## src/rtl/dcr_pkg.sv

```systemverilog
`timescale 1ns/1ps
package dcr_pkg;
  localparam int SEL_W = 8;
  localparam int CFG_W = 12;
  localparam logic [2:0] TGT_HOST = 3'd4;
  localparam logic [2:0] TGT_NONE = 3'd7;

  typedef enum logic [1:0] {
    KIND_LINE  = 2'd0,
    KIND_ROUTE = 2'd1,
    KIND_INTR  = 2'd2
  } wr_kind_e;

  typedef struct packed {
    logic             pol;
    logic [SEL_W-1:0] pin;
    logic [2:0]       tgt;
  } line_cfg_t;

  function automatic logic line_enabled(logic [2:0] tgt, logic in_range, logic dc_en);
    return (tgt == TGT_HOST) && in_range && dc_en;
  endfunction

  function automatic logic line_level(logic pin_val, logic pol, logic enabled);
    return enabled & (pin_val ~^ pol);
  endfunction

  function automatic line_cfg_t install_word(logic [SEL_W-1:0] pin, logic pol);
    line_cfg_t c;
    c.pol = pol;
    c.pin = pin;
    c.tgt = TGT_HOST;
    return c;
  endfunction
endpackage

```

## src/rtl/dcr_sync.sv

```systemverilog
`timescale 1ns/1ps
module dcr_sync #(
  parameter int W = 16
) (
  input  logic         clk,
  input  logic         rst,
  input  logic [W-1:0] d,
  output logic [W-1:0] q
);
  logic [W-1:0] stage1;
  logic [1:0]   warm;

  always_ff @(posedge clk) begin
    if (rst) begin
      stage1 <= '0;
      q      <= '0;
      warm   <= '0;
    end else begin
      stage1 <= d;
      q      <= stage1;
      if (warm != 2'd2) warm <= warm + 2'd1;
    end
  end


  sync_delay_chk: assert property (@(posedge clk) disable iff (rst)
    (warm == 2'd2) |-> (q == $past(d, 2)));
endmodule

```

## src/rtl/dcr_regs.sv

```systemverilog
`timescale 1ns/1ps
module dcr_regs
  import dcr_pkg::*;
#(
  parameter int N_PINS  = 16,
  parameter int N_LINES = 4
) (
  input  logic                         clk,
  input  logic                         rst,
  input  logic                         wr_en,
  input  wr_kind_e                     wr_kind,
  input  logic [7:0]                   wr_idx,
  input  logic [CFG_W-1:0]             wr_data,
  input  logic                         inst_req,
  input  logic [7:0]                   inst_pin,
  input  logic [7:0]                   inst_line,
  input  logic                         inst_pol,
  output line_cfg_t [N_LINES-1:0]      line_cfg,
  output logic [N_PINS-1:0]            dc_en,
  output logic [N_PINS-1:0][2:0]       route_tgt,
  output logic [N_PINS-1:0]            irq_en,
  output logic [N_PINS-1:0]            raw_en
);
  localparam logic [8:0] PIN_LIM  = 9'(N_PINS);
  localparam logic [8:0] LINE_LIM = 9'(N_LINES);

  logic inst_ok, wr_ok;
  assign inst_ok = inst_req && ({1'b0, inst_pin} < PIN_LIM) && ({1'b0, inst_line} < LINE_LIM);
  assign wr_ok   = wr_en && !inst_req;

  for (genvar p = 0; p < N_PINS; p++) begin : g_pin
    always_ff @(posedge clk) begin
      if (rst) begin
        dc_en[p]     <= 1'b0;
        route_tgt[p] <= 3'd0;
        irq_en[p]    <= 1'b0;
        raw_en[p]    <= 1'b0;
      end else if (inst_ok && inst_pin == 8'(p)) begin
        dc_en[p]     <= 1'b1;
        route_tgt[p] <= TGT_NONE;
        irq_en[p]    <= 1'b0;
        raw_en[p]    <= 1'b0;
      end else if (wr_ok && wr_idx == 8'(p)) begin
        if (wr_kind == KIND_ROUTE) begin
          dc_en[p]     <= wr_data[3];
          route_tgt[p] <= wr_data[2:0];
        end else if (wr_kind == KIND_INTR) begin
          irq_en[p] <= wr_data[0];
          raw_en[p] <= wr_data[3];
        end
      end
    end
  end

  for (genvar l = 0; l < N_LINES; l++) begin : g_line
    always_ff @(posedge clk) begin
      if (rst) begin
        line_cfg[l] <= '0;
      end else if (inst_ok && inst_line == 8'(l)) begin
        line_cfg[l] <= install_word(inst_pin, inst_pol);
      end else if (wr_ok && wr_kind == KIND_LINE && wr_idx == 8'(l)) begin
        line_cfg[l] <= line_cfg_t'(wr_data);
      end
    end
  end


  install_apply_chk: assert property (@(posedge clk) disable iff (rst)
    inst_ok |=> (dc_en[$past(inst_pin)] && !irq_en[$past(inst_pin)] &&
                 !raw_en[$past(inst_pin)] &&
                 line_cfg[$past(inst_line)].tgt == TGT_HOST));


  install_reject_chk: assert property (@(posedge clk) disable iff (rst)
    (inst_req && !inst_ok) |=> ($stable(line_cfg) && $stable(dc_en) &&
                                $stable(irq_en) && $stable(raw_en)));


  line_idx_range_chk: assert property (@(posedge clk) disable iff (rst)
    (wr_en && !inst_req && wr_kind == KIND_LINE && {1'b0, wr_idx} >= LINE_LIM)
      |=> $stable(line_cfg));
endmodule

```

## src/rtl/dcr_line.sv

```systemverilog
`timescale 1ns/1ps
module dcr_line
  import dcr_pkg::*;
#(
  parameter int N_PINS = 16
) (
  input  logic              clk,
  input  logic              rst,
  input  line_cfg_t         cfg,
  input  logic [N_PINS-1:0] pins_s,
  input  logic [N_PINS-1:0] dc_en,
  output logic              line_q
);
  localparam int PIN_IW = (N_PINS > 1) ? $clog2(N_PINS) : 1;
  localparam logic [8:0] PIN_LIM = 9'(N_PINS);

  logic              sel_ok;
  logic [PIN_IW-1:0] sel_idx;
  logic              sel_val, sel_dc, gate_ok;

  assign sel_ok  = {1'b0, cfg.pin} < PIN_LIM;
  assign sel_idx = cfg.pin[PIN_IW-1:0];
  assign sel_val = sel_ok ? pins_s[sel_idx] : 1'b0;
  assign sel_dc  = sel_ok ? dc_en[sel_idx]  : 1'b0;
  assign gate_ok = line_enabled(cfg.tgt, sel_ok, sel_dc);

  always_ff @(posedge clk) begin
    if (rst) line_q <= 1'b0;
    else     line_q <= line_level(sel_val, cfg.pol, gate_ok);
  end


  gated_low_chk: assert property (@(posedge clk) disable iff (rst)
    !gate_ok |=> !line_q);
endmodule

```

## src/rtl/dcr_router.sv

```systemverilog
`timescale 1ns/1ps
module dcr_router
  import dcr_pkg::*;
#(
  parameter int N_PINS  = 16,
  parameter int N_LINES = 4
) (
  input  logic                  clk,
  input  logic                  rst,
  input  logic [N_PINS-1:0]     pin_in,
  input  logic                  wr_en,
  input  logic [1:0]            wr_kind,
  input  logic [7:0]            wr_idx,
  input  logic [11:0]           wr_data,
  input  logic                  inst_req,
  input  logic [7:0]            inst_pin,
  input  logic [7:0]            inst_line,
  input  logic                  inst_pol,
  output logic [N_LINES-1:0]    dc_line,
  output logic [N_PINS-1:0]     pin_dc_en,
  output logic [3*N_PINS-1:0]   pin_tgt,
  output logic [N_PINS-1:0]     pin_irq_en,
  output logic [N_PINS-1:0]     pin_raw_en
);
  logic [N_PINS-1:0]        pins_s;
  line_cfg_t [N_LINES-1:0]  line_cfg;
  logic [N_PINS-1:0][2:0]   route_tgt;
  logic                     rst_d;

  dcr_sync #(.W(N_PINS)) u_sync (
    .clk(clk), .rst(rst), .d(pin_in), .q(pins_s)
  );

  dcr_regs #(.N_PINS(N_PINS), .N_LINES(N_LINES)) u_regs (
    .clk(clk), .rst(rst),
    .wr_en(wr_en), .wr_kind(wr_kind_e'(wr_kind)), .wr_idx(wr_idx), .wr_data(wr_data),
    .inst_req(inst_req), .inst_pin(inst_pin), .inst_line(inst_line), .inst_pol(inst_pol),
    .line_cfg(line_cfg), .dc_en(pin_dc_en), .route_tgt(route_tgt),
    .irq_en(pin_irq_en), .raw_en(pin_raw_en)
  );

  for (genvar p = 0; p < N_PINS; p++) begin : g_tgt
    assign pin_tgt[3*p +: 3] = route_tgt[p];
  end

  for (genvar l = 0; l < N_LINES; l++) begin : g_line
    dcr_line #(.N_PINS(N_PINS)) u_line (
      .clk(clk), .rst(rst), .cfg(line_cfg[l]), .pins_s(pins_s),
      .dc_en(pin_dc_en), .line_q(dc_line[l])
    );
  end

  always_ff @(posedge clk) rst_d <= rst;

  always @(posedge clk) begin
    if (rst_d) begin

      reset_clear_chk: assert (dc_line == '0 && pin_dc_en == '0 &&
                               pin_irq_en == '0 && pin_raw_en == '0 && pin_tgt == '0)
        else $error("reset state not clear");
    end
  end
endmodule

```

## config.mk

```make
export PLATFORM = sky130hd
export DESIGN_NAME = dcr_router
export DESIGN_NICKNAME = d
export VERILOG_FILES = /design/src/rtl/dcr_pkg.sv /design/src/rtl/dcr_sync.sv /design/src/rtl/dcr_regs.sv /design/src/rtl/dcr_line.sv /design/src/rtl/dcr_router.sv
export SDC_FILE = /design/constraint.sdc
export NUM_CORES = 1
export LEC_CHECK = 0
export BUFFER_PORTS_ARGS = -buffer_cell sky130_fd_sc_hd__clkbuf_2
export CORE_ASPECT_RATIO = 0.7
export CORE_MARGIN = 2
export CORE_UTILIZATION = 60
export DETAILED_ROUTE_END_ITERATION = 8
export GPL_TIMING_DRIVEN = 0
export PLACE_DENSITY = 0.85
export SLEW_MARGIN = 25
export SYNTH_ARGS = -nofsm -noshare
export SYNTH_HDL_FRONTEND = slang
export SYNTH_SLANG_ARGS = --single-unit
export TNS_END_PERCENT = 50
```

## constraint.sdc

```tcl
create_clock -name clk -period 5.6 [get_ports clk]
set_input_delay 1.12 -clock clk [delete_from_list [all_inputs] [get_ports clk]]
set_output_delay 1.12 -clock clk [all_outputs]
set_load 0.02 [all_outputs]
```

Yosys cells after proc, flatten, opt, wreduce, memory -nomap -nowiden

Cells that the tools add are included.

Output and inout bits: 100
Input port bits: 59
Word-level logic and storage cells: 387
Register bits after elaboration: 180

Bitwise operators: 9
Order comparisons: 10
Equality and inequality tests: 39
Reductions and logical operators: 145
Multiplexer cells: 98

Operator list:

| cell               | number |
|---|---|
| $eq 8x4->1 const B | 16 |
| $mux 3             | 33 |
| $mux 12            | 8 |
| $reduce_bool 2->1  | 36 |
| $eq 8x3->1 const B | 8 |
| $logic_and 1x1->1  | 52 |
| $mux 1             | 49 |
| $eq 8x2->1 const B | 6 |
| $reduce_and 3->1   | 16 |
| $lt 8x5->1 const B | 5 |
| $reduce_or 2->1    | 20 |
| $bmux 1 s4         | 8 |
| $reduce_and 2->1   | 16 |
| $eq 8x1->1 const B | 3 |
| $logic_not 8->1    | 3 |
| $lt 4x5->1 const B | 4 |
| $eq 3x3->1 const B | 4 |
| $lt 8x3->1 const B | 1 |
| $and 1x1->1        | 4 |
| $xnor 1x1->1       | 4 |
| $eq 2x1->1 const B | 1 |
| $eq 2x2->1 const B | 1 |
| $logic_not 2->1    | 1 |
| $logic_not 1->1    | 1 |
| $not 1->1          | 1 |

Logic depth before layout (Yosys ltp)

Gate-level depths: netlist of the first run.

Depth after elaboration: 6
Mapped depth: 6
Gate-level depth less buffers: 4

By module

A second synthesis of the first run with hierarchy kept.

Cell total of the unflattened synthesis: 895
Area, all modules: 8582.0 um2

Modules (own cells, without submodules):

| module   | area an instance (um2) | sequential area each (um2) | times used | cells each |
|---|---|---|---|---|
| dcr_regs | 6302.3                 | 2882.8                     | 1          | 736 |
| dcr_line | 354.1                  | 20.0                       | 4          | 23 |
| dcr_sync | 863.3                  | 640.6                      | 1          | 67 |

Worst setup path before layout of the first run

Ideal clock, no wire load.

Kind: input to register
Start point: input wr_idx[7]
End point: register u_regs.line_cfg[5] (netlist name)
Data required time: 5514 ps
Path buffers: 2
Setup time: 86 ps
Path slack: 3034 ps
Stages: 6
Data arrival time: 2481 ps
Path through: nor4b_1 buf_2 nand4_1 buf_2 mux2i_1 a211oi_1

Longest elaborated chain between the ends: 3

Ends and longest elaborated chain:

| element                     | RTL line         | RTL |
|---|---|---|
| from (decl)                 | dcr_router.sv:13 | `input logic [7:0] wr_idx,` |
| $logic_not 8->1             | dcr_regs.sv:61   | `end else if (wr_ok && wr_kind == KIND_LINE && wr_idx == 8'(l)) begin` |
| $logic_and 1x1->1           | dcr_regs.sv:61   |  |
| $reduce_bool 2->1 (no line) | --               |  |

No other way between the ends.
A chain may end at the register's enable or synchronous reset.

Final worst setup path of the first run

Start point: input wr_idx[7]
End point: register u_regs.route_tgt[6] in the netlist's numbering

Longest elaborated chain between the ends: 4

Ends and longest elaborated chain:

| element                         | RTL line       | RTL |
|---|---|---|
| $eq 8x2->1                      | dcr_regs.sv:43 | `end else if (wr_ok && wr_idx == 8'(p)) begin` |
| $logic_and 1x1->1               | dcr_regs.sv:43 |  |
| $reduce_bool 2->1 (no line)     | --             |  |
| $reduce_and 2->1 (no line)      | --             |  |
| to (signal, indexed assignment) | dcr_regs.sv:46 | `route_tgt[p] <= wr_data[2:0];` |
| to (decl)                       | dcr_regs.sv:20 | `output logic [N_PINS-1:0][2:0] route_tgt,` |

No other way between the ends.

==> key figures, run 1 <==
Outcome
  • Status: finished clean

Power
  • PwrDens: 260 nW/µm²
  • Peak supply drop: 0.263 mV
  • Leak pwr: 4.49 nW
  • Final Total Pwr: 0.00259 W

Hold path
  • Hold depth: 1
  • Min-Delay Path Class: reg -> reg

Logic synthesis
  • #FFs+latches synth: 180
  • Syn Inst Count: 836
  • Most area-hungry cell type in the Yosys netlist: dfxtp_1
  • Area contributors post-synth: dfxtp_1 43%, mux2i_1 16%, mux4_2 6.9%
  • Most frequent cell after synthesis: dfxtp_1
  • Number of flops mapped to enable cells by yosys: 0
  • Synth warn: 0
  • Sequential share of the synthesized area: 42.7%
  • Post-synthesis cell area: 8430 µm²
  • Primary FF master, synth: dfxtp_1
  • FFs w/ async S/R, synth: 0%
  • Commonest cells post-synth: 180 x dfxtp_1, 132 x mux2i_1, 88 x a21oi_1, 59 x clkbuf_1, 58 x nor3_1
  • Mapped Avg Cell Area: 10.1 µm²
  • Post-synth cell types: 43
  • Net count after synthesis: 895
  • Area fraction of the dominant cell type after synthesis: 42.7%

Final layout
  • Fill cells: 1018
  • Antenna diodes: 0
  • Finished Core Util: 72.1%
  • Layout Nets: 1064
  • Area of the multi-input gates: 4490 µm²
  • Synth-to-Final Area Change: 18.3%
  • Layout cells sized above 1: 22.7%
  • Reg area: 3600 µm²

Clock network
  • CTS tree: yes
  • Setup Fix Bufs, Post-CTS: 0
  • CTS Buf Count: 17
  • CTS Hold Bufs: 0
  • H-Tree Level Count: 4
  • CTS Sinks: 180
  • Clock Latency Late Sink: 440 ps
  • Maximum clock insertion buffer count: 2
  • Clock slew at reported path FFs: 70 ps
  • # resized after CTS: 0
  • CTS Root Cell: clkbuf_16

Place
  • Final Wtd Congestion: 0.926
  • Placement Setup Slack: 2270 ps
  • IO Port Bufs: 150
  • Post-DP HPWL: 18400 µm

Floorplanning
  • Core ar.: 13800 µm²
  • Die footprint: 15000 µm²
  • Row Count: 36
  • Ports: 159
  • Initial Util: 61.0%
  • DIE HEIGHT: 103 µm
  • Die span in x: 146 µm

Routing
  • Vias/cell: 6.52
  • DRT antenna net count: 0
  • Initial DRC Count: 1047
  • Routed WL: 26000 µm
  • WL per Instance: 21.5 µm
  • DRC Markers: 0
  • Initial DRT Pass Iterations: 8
  • Vias: 7882

Job
  • Max-cap violations: 0

Worst setup path
  • Crit Reg-Reg Startpoint: u_regs.line_cfg[4]
  • R2r setup slk: 3280 ps
  • CP required: 5900 ps
  • Crit path launch type: input pin
  • CP max FO: 10
  • Crit Reg-Reg Endpoint: g_line[0].u_line.line_q
  • Crit end category: flip-flop
  • Crit path from: wr_idx[7]
  • Critical path class: in -> reg
  • CP arrival: 3310 ps
  • Critical Path End: u_regs.route_tgt[6]
  • Worst R2R Path Depth: 5

Timing
  • RSZ-0062 raised after global routing: no
  • Tmin final: 3010 ps
  • Setup TNS: 0 ps
  • Worst rel slew slack: 44.5%
  • Final setup skew: 7.28 ps
  • Final WS setup: 2590 ps
  • Max Clk Rate: 332 MHz
  • Fin crit share: 53.8%
  • Fin. Hold Viols: 0
  • Worst-Margin Slew: 821 ps
  • Slew Viols, Final: 0
  • Final Setup Violations: 0

Global routing
  • All-Layer GR Usage: 34.4%
  • Antenna violations before repair: 1
  • Grt ovf: 0
  • First-pass GRT wire length: 39800 µm
  • Vias in the first global route: 6988
  • Largest net degree at the start of global routing: 18
## per-layer routing
| metal | share of wire, % | global-route usage (%) |
|---|---|---|
| met2 | 42 | 50.4 |
| met3 | 14 | 9.82 |
| met5 | 0 | 0 |
| met4 | 3.1 | 11.1 |
| met1 | 41 | 49.4 |
## layout make-up
cell class | count | share of cell area (%)
buffer | 79 | 3.32
clock buffer | 18 | 4.30
clock inverter | 14 | 1.23
inverter | 2 | 0.0753
multi-input combinational | 575 | 45.0
sequential | 180 | 36.1
tap | 190 | 2.38
timing repair buffer | 150 | 7.53
## flip-flops by register name, indices dropped and copies added, names as in the netlist
register              cells
u_sync.q                 16
u_regs.route_tgt         48
u_regs.irq_en            16
u_sync.stage1            16
g_line.u_line.line_q      4
u_regs.raw_en            16
u_regs.line_cfg          48
u_regs.dc_en             16
## critical path: stages
cell      delay, ps
clkbuf_2         80
nor4b_1         680
buf_2           340
buf_2           280
nand4_1         400
mux2i_1         320
a21oi_1          90
## cells in the final DEF, fill, tap and decap left out, types with 5 or more instances in the layout
cell | Yosys | final
nand3_1 | 31 | 31
mux2i_1 | 132 | 132
mux4_2 | 26 | 26
dfxtp_1 | 180 | 180
mux4_1 | 7 | 7
nand2_1 | 26 | 26
clkbuf_16 | 0 | 17
a21oi_1 | 88 | 88
buf_1 | 5 | 5
nor3_1 | 58 | 58
clkbuf_1 | 59 | 60
nand4_1 | 43 | 43
clkbuf_2 | 0 | 150
a211oi_1 | 10 | 10
and3_1 | 6 | 6
clkinvlp_4 | 0 | 5
nor2b_1 | 45 | 45
a22oi_1 | 5 | 5
nor2_1 | 25 | 25
buf_2 | 10 | 10
nor4b_1 | 12 | 12
and4_1 | 8 | 8
nor4_1 | 7 | 7
## worst min-delay path by stage
stage / start / endpoint / slack (ps)
after global routing: u_sync.stage1[10] / u_sync.q[10] / 460
final: u_sync.stage1[5] / u_sync.q[5] / 440
after CTS: u_sync.stage1[5] / u_sync.q[5] / 440
after global placement: u_sync.stage1[15] / u_sync.q[15] / 420
after detailed placement: u_sync.stage1[5] / u_sync.q[5] / 420
after floorplan: u_sync.stage1[0] / u_sync.q[0] / 410
## where the power goes
| part | total, W | switching, W | internal (W) |
|---|---|---|---|
| clock | 0.00115 | 0.000571 | 0.000583 |
| sequential | 0.00130 | 0.00000594 | 0.00129 |
| combinational | 0.000142 | 0.0000980 | 0.0000437 |
## stage by stage
stage | instance area, µm² | hold WS, ps | instances
global placement | 9420 | 421 | 1176
CTS | 9970 | 439 | 1208
finish | 9970 | 440 | 1208
detailed placement | 9420 | 423 | 1176
global route | 9970 | 455 | 1208
floorplan | 8430 | 414 | 836
## cells by family (layout without fill, tap and decap cells)
group | after synthesis | in the layout | share of synthesized area (%)
AO/OA/AOI/OAI | 118 | 118 | 7.95
XOR/XNOR | 1 | 1 | 0.104
buffers and inverters | 81 | 263 | 4.02
flip-flops | 180 | 180 | 42.7
multiplexers | 165 | 165 | 24.8
AND/OR/NAND/NOR | 291 | 291 | 20.4
Note: power is estimated with default switching activity, not from simulation.
==> run 2, diff against run 1 <==
--- a/config.mk
+++ b/config.mk
@@ -8,10 +8,10 @@
 export BUFFER_PORTS_ARGS = -buffer_cell sky130_fd_sc_hd__clkbuf_2
 export CORE_ASPECT_RATIO = 0.7
 export CORE_MARGIN = 2
-export CORE_UTILIZATION = 60
+export CORE_UTILIZATION = 50
 export DETAILED_ROUTE_END_ITERATION = 8
 export GPL_TIMING_DRIVEN = 0
-export PLACE_DENSITY = 0.85
+export PLACE_DENSITY = 0.76
 export SLEW_MARGIN = 25
 export SYNTH_ARGS = -nofsm -noshare
 export SYNTH_HDL_FRONTEND = slang
==> constraint.sdc (replaced) <==
create_clock -name clk -period 2.7 [get_ports clk]
set_input_delay 0.54 -clock clk [delete_from_list [all_inputs] [get_ports clk]]
set_output_delay 0.54 -clock clk [all_outputs]
set_load 0.02 [all_outputs]
==> key figures, run 2 (synthesis gave the netlist of run 1 again) <==
Clock network
  • CTS Hold Bufs: 0 (unchanged)
  • # resized after CTS: 0 (unchanged)
  • CTS Root Cell: clkbuf_16 (unchanged)
  • Setup Fix Bufs, Post-CTS: 0 (unchanged)
  • Clock slew at reported path FFs: 70 ps (about the same)
  • CTS Sinks: 180 (unchanged)
  • Maximum clock insertion buffer count: 2 (unchanged)
  • Clock Latency Late Sink: 440 ps (about the same)
  • CTS tree: yes (unchanged)
  • CTS Buf Count: 17 (unchanged)
  • H-Tree Level Count: 4 (unchanged)

Final layout
  • Synth-to-Final Area Change: 19.1% (was 18.3%)
  • Antenna diodes: 0 (unchanged)
  • Layout Nets: 1064 (unchanged)
  • Commonest non-fill, non-tap cell in the layout: dfxtp_1 (unchanged)
  • Finished layout cell area: 10000 µm² (was 9970 µm²)
  • Biggest regs: u_regs.line_cfg x48, u_regs.route_tgt x48 (unchanged)
  • Finished Core Util: 61.2% (was 72.1%)
  • Layout cells sized above 1: 22.6% (was 22.7%)
  • Most frequent cells in the layout: 180 x dfxtp_1, 150 x clkbuf_2, 132 x mux2i_1, 88 x a21oi_1, 61 x clkbuf_1 (was 180 x dfxtp_1, 150 x clkbuf_2, 132 x mux2i_1, 88 x a21oi_1, 60 x clkbuf_1)

Power
  • Final Total Pwr: 0.00543 W (was 0.00259 W)
  • Leak pwr: 4.51 nW (was 4.49 nW)
  • Peak supply drop: 0.262 mV (was 0.263 mV)
  • PwrDens: 541 nW/µm² (was 260 nW/µm²)

Routing
  • DRC Markers: 0 (unchanged)
  • Initial DRC Count: 953 (was 1047)
  • Initial DRT Pass Iterations: 5 (was 8)
  • Vias: 7696 (was 7882)
  • WL per Instance: 21.0 µm (was 21.5 µm)
  • Vias/cell: 6.19 (was 6.52)
  • DRT antenna net count: 0 (unchanged)
  • Routed WL: 26100 µm (was 26000 µm)

Place
  • IO Port Bufs: 150 (unchanged)
  • Final Wtd Congestion: 0.945 (was 0.926)
  • Post-DP HPWL: 19100 µm (was 18400 µm)
  • Post-placement cell area: 9460 µm² (was 9420 µm²)

Worst setup path
  • Crit end category: flip-flop (unchanged)
  • CP arrival: 2730 ps (was 3310 ps)
  • Slowest CP cell: nor4b_1 (unchanged)
  • Worst R2R Path Depth: 5 (unchanged)
  • Critical path class: in -> reg (unchanged)
  • CP max FO: 10 (unchanged)
  • Crit-path cells: clkbuf_2, nor4b_1, buf_2, nand4_1, mux2i_1, a211oi_1 (was clkbuf_2, nor4b_1, buf_2, buf_2, nand4_1, mux2i_1, a21oi_1)
  • Critical Path Stages: 6 (was 7)
  • Crit path launch type: input pin (unchanged)
  • CP Buf/Inv Count: 2 (was 3)
  • CP max stage delay: 680 ps (about the same)
  • CP required: 3030 ps (was 5900 ps)
  • Family with the most delay on the worst path: simple AND/OR/NAND/NOR gates (unchanged)

Timing
  • RSZ-0062 raised after global routing: no (unchanged)
  • Max Clk Rate: 417 MHz
  • Tmin final: 2400 ps
  • Fin. Hold Viols: 0 (unchanged)
  • Worst-Margin Slew: 939 ps (was 821 ps)
  • Final Setup Violations: 0 (unchanged)
  • Final setup skew: 11.2 ps (was 7.28 ps)
  • Fin crit share: 88.9%
  • Worst rel slew slack: 36.5% (was 44.5%)
  • Min Hold Slack: 308 ps (was 440 ps)
  • Slew Viols, Final: 0 (unchanged)

Floorplanning
  • DIE HEIGHT: 113 µm (was 103 µm)
  • Row Count: 39 (was 36)
  • Die span in x: 159 µm (was 146 µm)
  • Initial Util: 51.4% (was 61.0%)
  • Die footprint: 17900 µm² (was 15000 µm²)
  • Ports: 159 (unchanged)
  • Core ar.: 16400 µm² (was 13800 µm²)

Global routing
  • Grt ovf: 0 (unchanged)
  • Largest net degree at the start of global routing: 17 (was 18)
  • All-Layer GR Usage: 29.2% (was 34.4%)
  • Vias in the first global route: 7125 (was 6988)
  • First-pass GRT wire length: 40400 µm (was 39800 µm)
  • Antenna violations before repair: 1 (unchanged)

Job
  • Max-cap violations: 0 (unchanged)

Hold path
  • Hold depth: 2 (was 1)
  • Min-Delay Path Class: in -> reg (was reg -> reg)

Outcome
  • Status: finished clean (unchanged)
==> run 2: cell types whose count changed in the layout (fill, tap and decap cells not counted), sizes merged <==
cell | previous run | this run
bufinv | 0 | 1
clkbuf | 227 | 230
clkinvlp | 5 | 1
==> run 2: area by class of cell <==
type                    count  area [µm²]
multi-input cells         575        4490
clock inverters            11         115
flip-flops and latches    180        3600
well taps                 225         282
fillers                  1420        6360
inverters                   2        7.51
clock buffers              21         460
repair buffers            150         751
plain buffers              79         332
==> run 2: where the power goes <==
group | internal [W] | leakage [nW] | switching (W)
clock | 0.00134 | 0.281 | 0.00111
combinational | 0.0000906 | 2.78 | 0.000201
sequential | 0.00268 | 1.46 | 0.0000124
total | 0.00411 | 4.51 | 0.00132
==> run 2: through the flow <==
| stage | TNS (ps) | setup slack [ps] | instances |
|---|---|---|---|
| 2_1_floorplan | 0 | 714 | 836 |
| 3_3_place_gp | -896 | -84.6 | 1211 |
| 3_5_place_dp | -1640 | -120 | 1211 |
| 4_1_cts | 0 | 325 | 1243 |
| 5_1_grt | 0 | 137 | 1243 |
| 6_report | 0 | 299 | 1243 |
==> run 2: per-layer routing <==
layer	wire, µm	global-route usage, %	part of all wire (%)	up-vias
met3	3180	9.05	12	45
met2	10900	40.8	42	457
met4	434	8.61	1.7	0
met1	11600	43.2	44	3722
li1	-	-	-	3472
met5	0	0	0	-
==> run 2: path summary, 6_finish.rpt <==
path	start	end	slack [ps]
setup reg to reg	u_regs.line_cfg[30]	g_line[2].u_line.line_q	450
setup / recovery	wr_idx[7]	u_regs.line_cfg[39]	300
hold / removal	pin_in[4]	u_sync.stage1[4]	310
hold reg to reg	u_sync.stage1[13]	u_sync.q[13]	440
==> run 3, diff against run 2 <==
--- a/config.mk
+++ b/config.mk
@@ -11,6 +11,7 @@
 export CORE_UTILIZATION = 50
 export DETAILED_ROUTE_END_ITERATION = 8
 export GPL_TIMING_DRIVEN = 0
+export MAX_ROUTING_LAYER = met4
 export PLACE_DENSITY = 0.76
 export SLEW_MARGIN = 25
 export SYNTH_ARGS = -nofsm -noshare
==> key figures, run 3 (synthesis gave the netlist of run 1 again) <==
Power
  • PwrDens: 545 nW/µm² (was 541 nW/µm²)
  • Sw Ratio: 25.4% (was 24.3%)
  • Sequential power share: 49.1% (was 49.5%)
  • Leak pwr: 4.52 nW (was 4.51 nW)
  • Net Switching: 0.00139 W (was 0.00132 W)
  • Combinational share of power: 5.4% (about the same)
  • Clock share of power: 45.5% (was 45.1%)
  • Peak supply drop: 0.303 mV (was 0.262 mV)
  • P_int: 0.00408 W (was 0.00411 W)
  • Final Total Pwr: 0.00547 W (was 0.00543 W)

Timing
  • Final Setup Violations: 0 (unchanged)
  • Fin. Hold Viols: 0 (unchanged)
  • Final setup skew: 11.8 ps (was 11.2 ps)
  • RSZ-0062 raised after global routing: no (unchanged)
  • Worst-Margin Slew: 910 ps (was 939 ps)
  • Max Clk Rate: 400 MHz (was 417 MHz)
  • Fin crit share: 92.7% (was 88.9%)
  • Tmin final: 2500 ps (was 2400 ps)
  • Min Hold Slack: 310 ps (was 308 ps)
  • Final WS setup: 197 ps (was 299 ps)
  • Slew Viols, Final: 0 (unchanged)
  • Worst rel slew slack: 38.5% (was 36.5%)

Global routing
  • Antenna violations before repair: 0 (was 1)
  • All-Layer GR Usage: 29.9% (was 29.2%)
  • Grt ovf: 0 (unchanged)
  • Largest net degree at the start of global routing: 19 (was 17)
  • First-pass GRT wire length: 40200 µm (was 40400 µm)
  • Vias in the first global route: 7076 (was 7125)

Clock network
  • CTS Root Cell: clkbuf_16 (unchanged)
  • # resized after CTS: 0 (unchanged)
  • H-Tree Level Count: 4 (unchanged)
  • Setup Fix Bufs, Post-CTS: 0 (unchanged)
  • CTS Buf Count: 17 (unchanged)
  • CTS tree: yes (unchanged)
  • Maximum clock insertion buffer count: 2 (unchanged)
  • CTS Sinks: 180 (unchanged)
  • Clock slew at reported path FFs: 70 ps (about the same)
  • CTS Hold Bufs: 0 (unchanged)
  • Clock Latency Late Sink: 440 ps (about the same)

Floorplanning
  • Die footprint: 17900 µm² (unchanged)
  • Die span in x: 159 µm (unchanged)
  • Row Count: 39 (unchanged)
  • Core ar.: 16400 µm² (unchanged)
  • Initial Util: 51.4% (unchanged)
  • DIE HEIGHT: 113 µm (unchanged)
  • Ports: 159 (unchanged)

Hold path
  • Hold path startpoint: pin_in[6] (was pin_in[4])
  • Min-Delay Path Class: in -> reg (unchanged)

Place
  • Placement Setup Slack: -121 ps (was -120 ps)
  • Post-DP HPWL: 19100 µm (about the same)
  • IO Port Bufs: 150 (unchanged)
  • Placed cells: 1211 (unchanged)
  • Final Wtd Congestion: 0.936 (was 0.945)

Final layout
  • Biggest regs: u_regs.line_cfg x48, u_regs.route_tgt x48 (unchanged)
  • Synth-to-Final Area Change: 19.2% (was 19.1%)
  • Cell Count, Final, Fillers Out: 1243 (unchanged)
  • Most frequent cells in the layout: 180 x dfxtp_1, 150 x clkbuf_2, 132 x mux2i_1, 88 x a21oi_1, 59 x clkbuf_1 (was 180 x dfxtp_1, 150 x clkbuf_2, 132 x mux2i_1, 88 x a21oi_1, 61 x clkbuf_1)
  • Layout Nets: 1064 (unchanged)
  • Layout cells sized above 1: 22.8% (was 22.6%)
  • Commonest non-fill, non-tap cell in the layout: dfxtp_1 (unchanged)
  • Finished Core Util: 61.3% (was 61.2%)
  • Antenna diodes: 0 (unchanged)

Worst setup path
  • Critical path class: in -> reg (unchanged)
  • Crit path launch type: input pin (unchanged)
  • Crit Reg-Reg Startpoint: u_regs.line_cfg[4] (was u_regs.line_cfg[30])
  • CP required: 3000 ps (was 3030 ps)
  • CP arrival: 2800 ps (was 2730 ps)
  • Crit-path cells: clkbuf_2, nor4b_1, buf_2, buf_2, nand4_1, mux2i_1, a21oi_1 (was clkbuf_2, nor4b_1, buf_2, nand4_1, mux2i_1, a211oi_1)
  • R2r setup slk: 420 ps (was 450 ps)
  • Worst R2R Path Depth: 5 (unchanged)
  • Crit path top cell by count: buf_2
  • Crit end category: flip-flop (unchanged)
  • Critical Path End: u_regs.dc_en[1] (was u_regs.line_cfg[39])
  • Crit Reg-Reg Endpoint: g_line[0].u_line.line_q (was g_line[2].u_line.line_q)
  • Crit path from: wr_idx[7] (unchanged)
  • CP max stage delay: 780 ps (was 680 ps)
  • Slowest CP cell: nor4b_1 (unchanged)
  • CP max FO: 10 (unchanged)

Outcome
  • Status: finished clean (unchanged)

Routing
  • Vias: 7676 (was 7696)
  • Vias/cell: 6.18 (was 6.19)
  • DRT antenna net count: 0 (unchanged)
  • DRC Markers: 0 (unchanged)
  • Initial DRC Count: 856 (was 953)
  • WL per Instance: 20.8 µm (was 21.0 µm)
  • Routed WL: 25900 µm (was 26100 µm)
  • Initial DRT Pass Iterations: 5 (unchanged)

Job
  • Max-cap violations: 0 (unchanged)
## run 3: cell count changes in the layout (fill, tap and decap cells not counted)
cell,before,now
clkbuf_1,61,59
clkbuf_8,2,0
inv_8,1,6
clkinv_8,0,1
inv_6,5,2
clkinv_4,2,0
clkinv_2,1,2
clkinvlp_4,1,3
## run 3: worst min path at each step
stage / endpoint / slack, ps / cells past startpoint
2_1_floorplan: u_sync.q[0] / 410 / 1
3_3_place_gp: u_sync.q[8] / 420 / 1
3_5_place_dp: u_sync.q[13] / 420 / 1
4_1_cts: u_sync.stage1[6] / 310 / 2
5_1_grt: u_sync.stage1[6] / 310 / 2
6_report: u_sync.stage1[6] / 310 / 2
## run 3: through the flow
| stage | cell area [µm²] | TNS (ps) |
|---|---|---|
| after floorplan | 8430 | 0 |
| after global placement | 9460 | -846 |
| after detailed placement | 9460 | -1470 |
| after CTS | 10100 | 0 |
| after global routing | 10100 | 0 |
| final | 10100 | 0 |
## run 3: area by class of cell
cell class              count  area (µm²)
plain buffers              79         332
clock inverters            15         164
multi-input cells         575        4490
well taps                 225         282
fillers                  1418        6340
repair buffers            150         751
flip-flops and latches    180        3600
inverters                   2        7.51
clock buffers              17         425
## run 3: worst max-delay path, delay by kind of cell
kind / cells / cell delay [ps]
AO/OA/AOI/OAI: 1 / 90
buffers and inverters: 3 / 710
multiplexers: 1 / 270
AND/OR/NAND/NOR: 2 / 1190
## run 3: metal layers
metal  global-route usage (%)  wire length (µm)  share of wire (%)  up-vias
met4                     6.61               357                1.4        0
met5                        -                 0                  0        -
met1                     43.3             11600                 45     3684
met3                     9.57              3350                 13       34
met2                     40.3             10600                 41      479
li1                         -                 -                  -     3479
## run 3: power groups by stage
stage / sequential (W) / combinational [W] / clock, W
after floorplan: 0.00274 / 0.000157 / 0
after global placement: 0.00275 / 0.000279 / 0
after detailed placement: 0.00275 / 0.000284 / 0
after CTS: 0.00269 / 0.000286 / 0.00249
after global routing: 0.00269 / 0.000316 / 0.00262
final: 0.00269 / 0.000294 / 0.00249
